<file path="src/rtl/pwm_tick_pkg.sv">
package pwm_tick_pkg;
  // width of one per-channel select field
  localparam int unsigned FIELD_W = 4;
  // number of power-of-two divide steps (/2 .. /16)
  localparam int unsigned DIV_STEPS = 4;
  // number of prescaler / external-input groups
  localparam int unsigned NUM_GRP = 2;

  // code >= DIV_STEPS means the external tick source
  function automatic logic code_selects_ext(input logic [FIELD_W-1:0] code);
    return code >= FIELD_W'(DIV_STEPS);
  endfunction
endpackage

</file>
<file path="src/rtl/pwm_prescaler.sv">
module pwm_prescaler #(
  parameter int unsigned PSC_W = 8
) (
  input  logic             clk,
  input  logic             rst_n,
  input  logic             restart,
  input  logic [PSC_W-1:0] ratio,
  output logic             tick
);
  logic [PSC_W-1:0] cnt;

  assign tick = (cnt == ratio);

  always_ff @(posedge clk) begin
    if (!rst_n)              cnt <= '0;
    else if (restart || tick) cnt <= '0;
    else                     cnt <= cnt + 1'b1;
  end

  // a register write always restarts the count
  assert_restart_clears_R7: assert property (@(posedge clk) disable iff (!rst_n)
    restart |=> (cnt == '0))
    else $error("prescaler not restarted");

  // with a ratio above zero, ticks never come back to back
  assert_tick_spacing_R2: assert property (@(posedge clk) disable iff (!rst_n)
    (tick && ratio != '0 && !restart) |=> !tick)
    else $error("prescaler ticked twice in a row");
endmodule

</file>
<file path="src/rtl/pwm_ext_sync.sv">
module pwm_ext_sync (
  input  logic clk,
  input  logic rst_n,
  input  logic async_in,
  output logic pulse
);
  logic [2:0] stage;

  always_ff @(posedge clk) begin
    if (!rst_n) stage <= '0;
    else        stage <= {stage[1:0], async_in};
  end

  // stage[1] is the second synchronizer flop; stage[2] is its delayed copy
  assign pulse = stage[1] & ~stage[2];

  assert_ext_single_R6: assert property (@(posedge clk) disable iff (!rst_n)
    pulse |=> !pulse)
    else $error("edge detector pulse longer than one cycle");
endmodule

</file>
<file path="src/rtl/pwm_chan_div.sv">
module pwm_chan_div
  import pwm_tick_pkg::*;
(
  input  logic               clk,
  input  logic               rst_n,
  input  logic               pre_tick,
  input  logic               ext_pulse,
  input  logic [FIELD_W-1:0] code,
  output logic               tick_out
);
  localparam int unsigned SH_W = $clog2(DIV_STEPS + 1) + 1;

  logic [DIV_STEPS-1:0] dcnt;
  logic [DIV_STEPS:0]   wide_mask;
  logic [SH_W-1:0]      shamt;
  logic                 hit;
  logic                 sel_ext;

  always_ff @(posedge clk) begin
    if (!rst_n)        dcnt <= '0;
    else if (pre_tick) dcnt <= dcnt + 1'b1;
  end

  always_comb begin
    shamt     = SH_W'(code[1:0]) + SH_W'(1);
    wide_mask = ((DIV_STEPS+1)'(1) << shamt) - (DIV_STEPS+1)'(1);
    hit       = (dcnt & wide_mask[DIV_STEPS-1:0]) == wide_mask[DIV_STEPS-1:0];
    sel_ext   = code_selects_ext(code);
  end

  always_ff @(posedge clk) begin
    if (!rst_n) tick_out <= 1'b0;
    else        tick_out <= sel_ext ? ext_pulse : (pre_tick & hit);
  end

  // in external mode the output follows only the synchronized edge
  assert_ext_only_R5: assert property (@(posedge clk) disable iff (!rst_n)
    (sel_ext && !ext_pulse) |=> !tick_out)
    else $error("external-mode channel pulsed without an edge");

  // no two-cycle pulses unless the field was rewritten in between
  assert_pulse_width_R6: assert property (@(posedge clk) disable iff (!rst_n)
    tick_out |=> (!tick_out || code != $past(code)))
    else $error("channel pulse wider than one cycle");
endmodule

</file>
<file path="src/rtl/pwm_tick_tree.sv">
module pwm_tick_tree
  import pwm_tick_pkg::*;
#(
  parameter int unsigned NUM_CH  = 5,
  parameter int unsigned GRP0_CH = 2,
  parameter int unsigned PSC_W   = 8,
  parameter int unsigned CFG_W   = 32
) (
  input  logic              clk,
  input  logic              rst_n,
  input  logic              cfg_we,
  input  logic              cfg_addr,
  input  logic [CFG_W-1:0]  cfg_wdata,
  output logic [CFG_W-1:0]  cfg_rdata,
  input  logic [NUM_GRP-1:0] ext_tick_in,
  output logic [NUM_CH-1:0] ch_tick
);
  localparam int unsigned CODE_BITS = NUM_CH * FIELD_W;
  localparam int unsigned PSC_BITS  = NUM_GRP * PSC_W;

  logic [PSC_W-1:0]   psc_q  [NUM_GRP];
  logic [FIELD_W-1:0] code_q [NUM_CH];
  logic [NUM_GRP-1:0] grp_tick;
  logic [NUM_GRP-1:0] grp_ext;
  logic               psc_wr;
  logic               code_wr;

  logic unused_hi;
  assign unused_hi = &{1'b0, cfg_wdata[CFG_W-1:CODE_BITS]};

  assign psc_wr  = cfg_we && !cfg_addr;
  assign code_wr = cfg_we &&  cfg_addr;

  always_ff @(posedge clk) begin
    if (!rst_n) begin
      for (int g = 0; g < NUM_GRP; g++) psc_q[g] <= '0;
      for (int c = 0; c < NUM_CH; c++)  code_q[c] <= '0;
    end else begin
      if (psc_wr)
        for (int g = 0; g < NUM_GRP; g++) psc_q[g] <= cfg_wdata[g*PSC_W +: PSC_W];
      if (code_wr)
        for (int c = 0; c < NUM_CH; c++) code_q[c] <= cfg_wdata[c*FIELD_W +: FIELD_W];
    end
  end

  always_comb begin
    cfg_rdata = '0;
    if (!cfg_addr) begin
      for (int g = 0; g < NUM_GRP; g++) cfg_rdata[g*PSC_W +: PSC_W] = psc_q[g];
    end else begin
      for (int c = 0; c < NUM_CH; c++) cfg_rdata[c*FIELD_W +: FIELD_W] = code_q[c];
    end
  end

  for (genvar g = 0; g < NUM_GRP; g++) begin : g_grp
    pwm_prescaler #(.PSC_W(PSC_W)) u_psc (
      .clk    (clk),
      .rst_n  (rst_n),
      .restart(psc_wr),
      .ratio  (psc_q[g]),
      .tick   (grp_tick[g])
    );
    pwm_ext_sync u_sync (
      .clk     (clk),
      .rst_n   (rst_n),
      .async_in(ext_tick_in[g]),
      .pulse   (grp_ext[g])
    );
  end

  for (genvar c = 0; c < NUM_CH; c++) begin : g_ch
    localparam int unsigned GRP = (c < GRP0_CH) ? 0 : 1;
    pwm_chan_div u_div (
      .clk      (clk),
      .rst_n    (rst_n),
      .pre_tick (grp_tick[GRP]),
      .ext_pulse(grp_ext[GRP]),
      .code     (code_q[c]),
      .tick_out (ch_tick[c])
    );
  end

  // reserved register bits never read back as set
  assert_reserved_zero_R8: assert property (@(posedge clk) disable iff (!rst_n)
    cfg_rdata[CFG_W-1:CODE_BITS] == '0)
    else $error("reserved bits read non-zero");

  // the cycle after reset release, all fields are still clear
  assert_reset_clear_R1: assert property (@(posedge clk)
    $rose(rst_n) |-> (psc_q[0] == '0 && code_q[0] == '0))
    else $error("registers not cleared by reset");

  logic unused_psc_bits;
  assign unused_psc_bits = &{1'b0, PSC_BITS[0]};
endmodule

</file>
<file path="config.mk">
export PLATFORM = sky130hd
export DESIGN_NAME = pwm_tick_tree
export DESIGN_NICKNAME = d
export VERILOG_FILES = /design/src/rtl/pwm_tick_pkg.sv /design/src/rtl/pwm_prescaler.sv /design/src/rtl/pwm_ext_sync.sv /design/src/rtl/pwm_chan_div.sv /design/src/rtl/pwm_tick_tree.sv
export SDC_FILE = /design/constraint.sdc
export NUM_CORES = 1
export LEC_CHECK = 0
export CORE_AREA = 2 2 110 112
export DETAILED_ROUTE_END_ITERATION = 10
export DIE_AREA = 0 0 112 114
export RECOVER_POWER = 100
export SLEW_MARGIN = 20
export SYNTH_ARGS = -nofsm -noshare
export SYNTH_HDL_FRONTEND = slang
export SYNTH_HIERARCHICAL = 1
export SYNTH_SLANG_ARGS = --single-unit
</file>
<file path="constraint.sdc">
create_clock -name clk -period 2.46 [get_ports clk]
set_clock_uncertainty 0.15 [all_clocks]
set_input_delay 0.246 -clock clk [delete_from_list [all_inputs] [get_ports clk]]
set_output_delay 0.246 -clock clk [all_outputs]
set_load 0.005 [all_outputs]
</file>
==> results of run 1 <==
area by class of cell:
cell class	count	share of cell area
sequential	83	0.411
multi-input combinational	264	0.364
timing repair buffer	64	0.124
clock buffer	12	0.0524
tap	147	0.0374
clock inverter	4	0.00560
inverter	7	0.00534
flip-flops by register name (all words and copies together) (netlist names):
| name | flops |
|---|---|
| g_ch.u_div/tick_out | 5 |
| g_ch.u_div/dcnt | 20 |
| g_grp.u_psc/cnt | 16 |
| g_grp.u_sync/stage | 6 |
| code_q | 20 |
| psc_q | 16 |
cells in the mapped netlist, types with 10 or more instances:
cell type,n,area (µm²)
xnor2_1,12,105
mux2_2,16,180
xor2_1,25,219
and2_1,27,169
nand2_1,37,139
nor2_1,40,150
a211oi_1,10,75.1
edfxtp_1,36,1080
buf_4,14,105
o21ai_0,16,80.1
dfxtp_1,47,941
worst min path at each step:
| stage | to | cells past startpoint |
|---|---|---|
| finish | g_grp[1].u_sync/stage[1] | 1 |
| global route | g_grp[0].u_sync/stage[1] | 1 |
| CTS | g_grp[1].u_sync/stage[1] | 1 |
| detailed placement | g_grp[1].u_sync/stage[1] | 1 |
| global placement | g_grp[0].u_sync/stage[1] | 1 |
| floorplan | g_ch[0].u_div/dcnt[0] | 1 |
per-stage QoR:
stage	total power, mW	instance area, µm²
after global routing	3.33	4920
final	3.18	4920
after CTS	3.24	4960
after detailed placement	1.95	4670
after floorplan	1.77	4020
after global placement	1.94	4670
critical path: cells and delay by family:
family                 cells  cell delay [ns]
buffers and inverters      3             1.25
multiplexers               1             0.35
power by group:
group	internal, mW	switching, mW
sequential	1.51	0.0518
clock	0.751	0.531
combinational	0.179	0.163
total	2.44	0.747
logic make-up (layout without fill, tap and decap cells):
family	count (synthesis)	after routing	synth area share
AND/OR/NAND/NOR	145	145	0.204
flip-flops	83	83	0.508
multiplexers	21	21	0.0579
adder cells (fa/ha/maj)	7	7	0.0220
AO/OA/AOI/OAI	42	42	0.0790
buffers and inverters	31	87	0.0466
other	1	12	0.000943
XOR/XNOR	37	37	0.0815
per-layer routing:
layer  vias up  wire (µm)  share of wire  GRT usage
met1      1303       3960           0.47      0.175
met5         -          0              0          0
met2        55       4130           0.49      0.239
met4         0         42         0.0050     0.0463
met3         2        304          0.036     0.0345
li1       1375          -              -          -
==> flow_metrics.tcl, run 1 <==
set metrics [dict create \
    rsz0062_at_grt "false" \
    drv_cap 0 \
    rr_worst_depth 7 \
    maxSlewViolCount 0 \
    row_count 40 \
    die_w_um 112 \
    finalHoldViolations 0 \
    endpoint "cfg_rdata[8]" \
    start_util 0.340 \
    syn_area_um2 3980 \
    core_um2 11700 \
    post-route-period-util 0.914 \
    die_y_um 114 \
    clkLatencyLatePin_ns 0.33 \
    ant_nets 0 \
    clock_path_buffers 2 \
    critPathKind "in -> out" \
    cp-start-kind "primary input" \
    p_per_area_nw_per_um2 647 \
    routed_wl_mm 8.44 \
    worstPathMaxFanout 24 \
    path_clk_slew_ns 0.06 \
    finish.utilization 0.420 \
    gr-total-overflow 0 \
    status "finished clean" \
    worst_r2r_endpoint "g_ch[3].u_div/tick_out" \
    setup_violations 0 \
    relSlewSlack 0.272 \
    holdBufCountCts 0 \
    grt_pass1_vias 2827 \
    post_cts_buffers 0 \
    h-tree-depth 3 \
    dp_hpwl_mm 6.00 \
    gp_congestion 0.786 \
    hold_path.class "reg -> reg" \
    period_needed_ns 2.25 \
    path_cells "dlygate4sd3_1, buf_12, mux2_2, clkdlybuf4s50_1" \
    layout_common_cells "dfxtp_1, nor2_1, clkdlybuf4s50_1" \
    critical_path.startpoint "cfg_addr" \
    ctsResizeCount 0 \
    drive_above_1_share 0.129 \
    rr_startpoint "psc_q[0][14]" \
    crit_required_ns 2.06 \
    drtIter0Drc 173 \
    final_common_cell "dfxtp_1" \
    dp_cells 565 \
    synth_ff_type "dfxtp_1" \
    antenna_found_initial 0 \
    track_usage 0.140 \
    drc_errors 0 \
    nets 474 \
    cts_tree "yes" \
    area_growth_pct 23.7 \
    hold_ws_ns 0.284 \
    worstSetupEndpointType "output pin" \
    ir_drop_mv 0.343 \
    hp-start "g_grp[1].u_sync/stage[0]" \
    critical-path-max-stage-delay_ns 0.57 \
    synth_edf_count 36 \
    finalSetupTns_ns 0 \
    ys_async_sr_fraction 0 \
    ios 75 \
    crit_arrival_ns 1.85 \
    critical-path-slowest-cell "dlygate4sd3_1" \
    numCtsBuffers 9 \
    grt_pass1_wl_mm 14.0 \
    ys_seq_area_frac 0.508 \
    num_antenna_cells 0 \
    grt_max_degree 32 \
    layout.cells.non_filler 581 \
    p_leak_nw 1.85 \
    worstMarginPinSlew_ns 1.09 \
    pre_cts_slack_ns 0.282 \
    first_pass_iters 4 \
    seqCellArea_um2 2020 \
    fill_cells 1154 \
    port_buffers 50 \
    synth.avg_cell_area_um2 10.8 \
    clock.fmax_mhz 445 \
    vias 2735 \
    viasPerCell 4.71 \
    ys_ff_latch 83 \
    fin_ws_ns 0.210 \
    wl_per_cell_um 14.5 \
    synthCells 367 \
    yosysWarnings 6 \
    multi_input_area_um2 1790 \
    yosysUniqueCellTypes 31 \
    reg2reg_slack_ns 0.29 \
    dieArea_um2 12800 \
    clockRootBuffer "clkbuf_16" \
    clkSinkCount 83 \
]
Note: power is estimated with default switching activity, not from simulation.
==> inputs of run 2 (changes only) <==
--- a/config.mk
+++ b/config.mk
@@ -5,9 +5,10 @@
 export SDC_FILE = /design/constraint.sdc
 export NUM_CORES = 1
 export LEC_CHECK = 0
-export CORE_AREA = 2 2 110 112
+export CORE_AREA = 4 4 112 114
+export CTS_CLUSTER_SIZE = 16
 export DETAILED_ROUTE_END_ITERATION = 10
-export DIE_AREA = 0 0 112 114
+export DIE_AREA = 0 0 116 118
 export RECOVER_POWER = 100
 export SLEW_MARGIN = 20
 export SYNTH_ARGS = -nofsm -noshare
==> run 2 against run 1 <==
Against the previous run:
- total power increased by 0.16%
- register-to-register slack hardly changed
- wire length increased by 1.5%
- cell area shrank 0.10%
- hold slack improved by 0.010 ns
- count of clock-buffer cells in the layout did not move
- via count rose by 1.9%
- die area increased by 7.2%
==> flow_metrics.tcl, run 2 (synthesis results as in run 1) <==
set metrics [dict create \
    status "finished clean" \
    gp_congestion 0.798 \
    antenna_found_initial 0 \
    cts_tree "yes" \
    finish.utilization 0.430 \
    routed_wl_mm 8.57 \
    rr_startpoint "psc_q[0][12]" \
    worstSetupEndpointType "output pin" \
    grt_pass1_wl_mm 13.8 \
    setup_violations 0 \
    critical-path-max-stage-delay_ns 0.57 \
    port_buffers 50 \
    finalHoldViolations 0 \
    p_per_area_nw_per_um2 649 \
    wl_per_cell_um 14.9 \
    numCtsBuffers 9 \
    die_y_um 118 \
    clock.fmax_mhz 447 \
    seqCellArea_um2 2020 \
    clockRootBuffer "clkbuf_16" \
    die_w_um 116 \
    relSlewSlack 0.316 \
    dp_hpwl_mm 6.18 \
    post_cts_buffers 0 \
    post-route-period-util 0.910 \
    gr-total-overflow 0 \
    vias 2788 \
    cp-start-kind "primary input" \
    reg_top3 "code_q: 20 flops, g_ch.u_div/dcnt: 20 flops" \
    pre_cts_slack_ns 0.290 \
    path_clk_slew_ns 0.06 \
    p_leak_nw 1.84 \
    clkLatencyLatePin_ns 0.33 \
    viasPerCell 4.83 \
    core_um2 11400 \
    fin_area_um2 4910 \
    start_util 0.348 \
    track_usage 0.129 \
    cp_top_family "buffers and inverters" \
    fin_ws_ns 0.221 \
    nets 474 \
    period_needed_ns 2.24 \
    grt_max_degree 32 \
    path_buf_inv 3 \
    holdBufCountCts 0 \
    drc_errors 0 \
    critical_path.startpoint "cfg_addr" \
    fin_total_pwr_mw 3.19 \
    dp_cells 561 \
    worstMarginPinSlew_ns 1.03 \
    layout.cells.non_filler 577 \
    path_cells "dlygate4sd3_1, buf_12, mux2_2, clkdlybuf4s50_1" \
    worstPathMaxFanout 24 \
    hp-start "g_grp[0].u_sync/stage[0]" \
    area_growth_pct 23.6 \
    layout_common_cells "dfxtp_1, clkdlybuf4s50_1, nor2_1" \
    clock_path_buffers 2 \
    clkSinkCount 83 \
    critPathKind "in -> out" \
    place_area_um2 4670 \
    dieArea_um2 13700 \
    ant_nets 0 \
    crit_arrival_ns 1.84 \
    ir_drop_mv 0.283 \
    h-tree-depth 3 \
    hold_ws_ns 0.294 \
    critical-path-slowest-cell "dlygate4sd3_1" \
    first_pass_iters 4 \
    drive_above_1_share 0.129 \
    num_antenna_cells 0 \
    crit_required_ns 2.06 \
    ctsResizeCount 0 \
    rsz0062_at_grt "false" \
    hold_path.class "reg -> reg" \
    drtIter0Drc 115 \
    maxSlewViolCount 0 \
    final_common_cell "dfxtp_1" \
    drv_cap 0 \
    multi_input_area_um2 1810 \
    fill_cells 1128 \
    finalSetupTns_ns 0 \
    grt_pass1_vias 2820 \
    ios 75 \
    row_count 39 \
]
-- run 2: changes by cell type in the layout (fill, tap and decap cells not counted), sizes merged --
cell           delta
clkdlybuf4s50     +3
clkinv            +3
dlygate4sd3       -3
inv               -3
buf               -2
clkbuf            +2
-- run 2: worst paths after layout --
kind	depth (start not counted)	endpoint	slack, ns
max	4	cfg_rdata[11]	0.22
min	1	g_grp[0].u_sync/stage[1]	0.29
max reg2reg	7	g_ch[3].u_div/tick_out	0.28
min reg2reg	1	g_grp[0].u_sync/stage[1]	0.29
-- run 2: layout make-up --
cell class                      instances  area share
Multi-Input combinational cell        264       0.368
Clock buffer                           12      0.0545
Clock inverter                          4     0.00433
Inverter                                7     0.00535
Sequential cell                        83       0.411
Tap cell                              143      0.0364
Timing Repair Buffer                   64       0.120
-- run 2: power breakdown --
part	internal (mW)	total (mW)	switching [mW]
Clock	0.768	1.28	0.516
Combinational	0.178	0.347	0.169
Sequential	1.51	1.56	0.0508
Total	2.45	3.19	0.736
-- run 2: per-layer routing --
layer	GRT usage	routed length, µm	up-vias
met1	0.166	3870	1357
li1	-	-	1367
met3	0.0283	372	7
met5	0	0	-
met4	0.0493	115	0
met2	0.209	4220	57
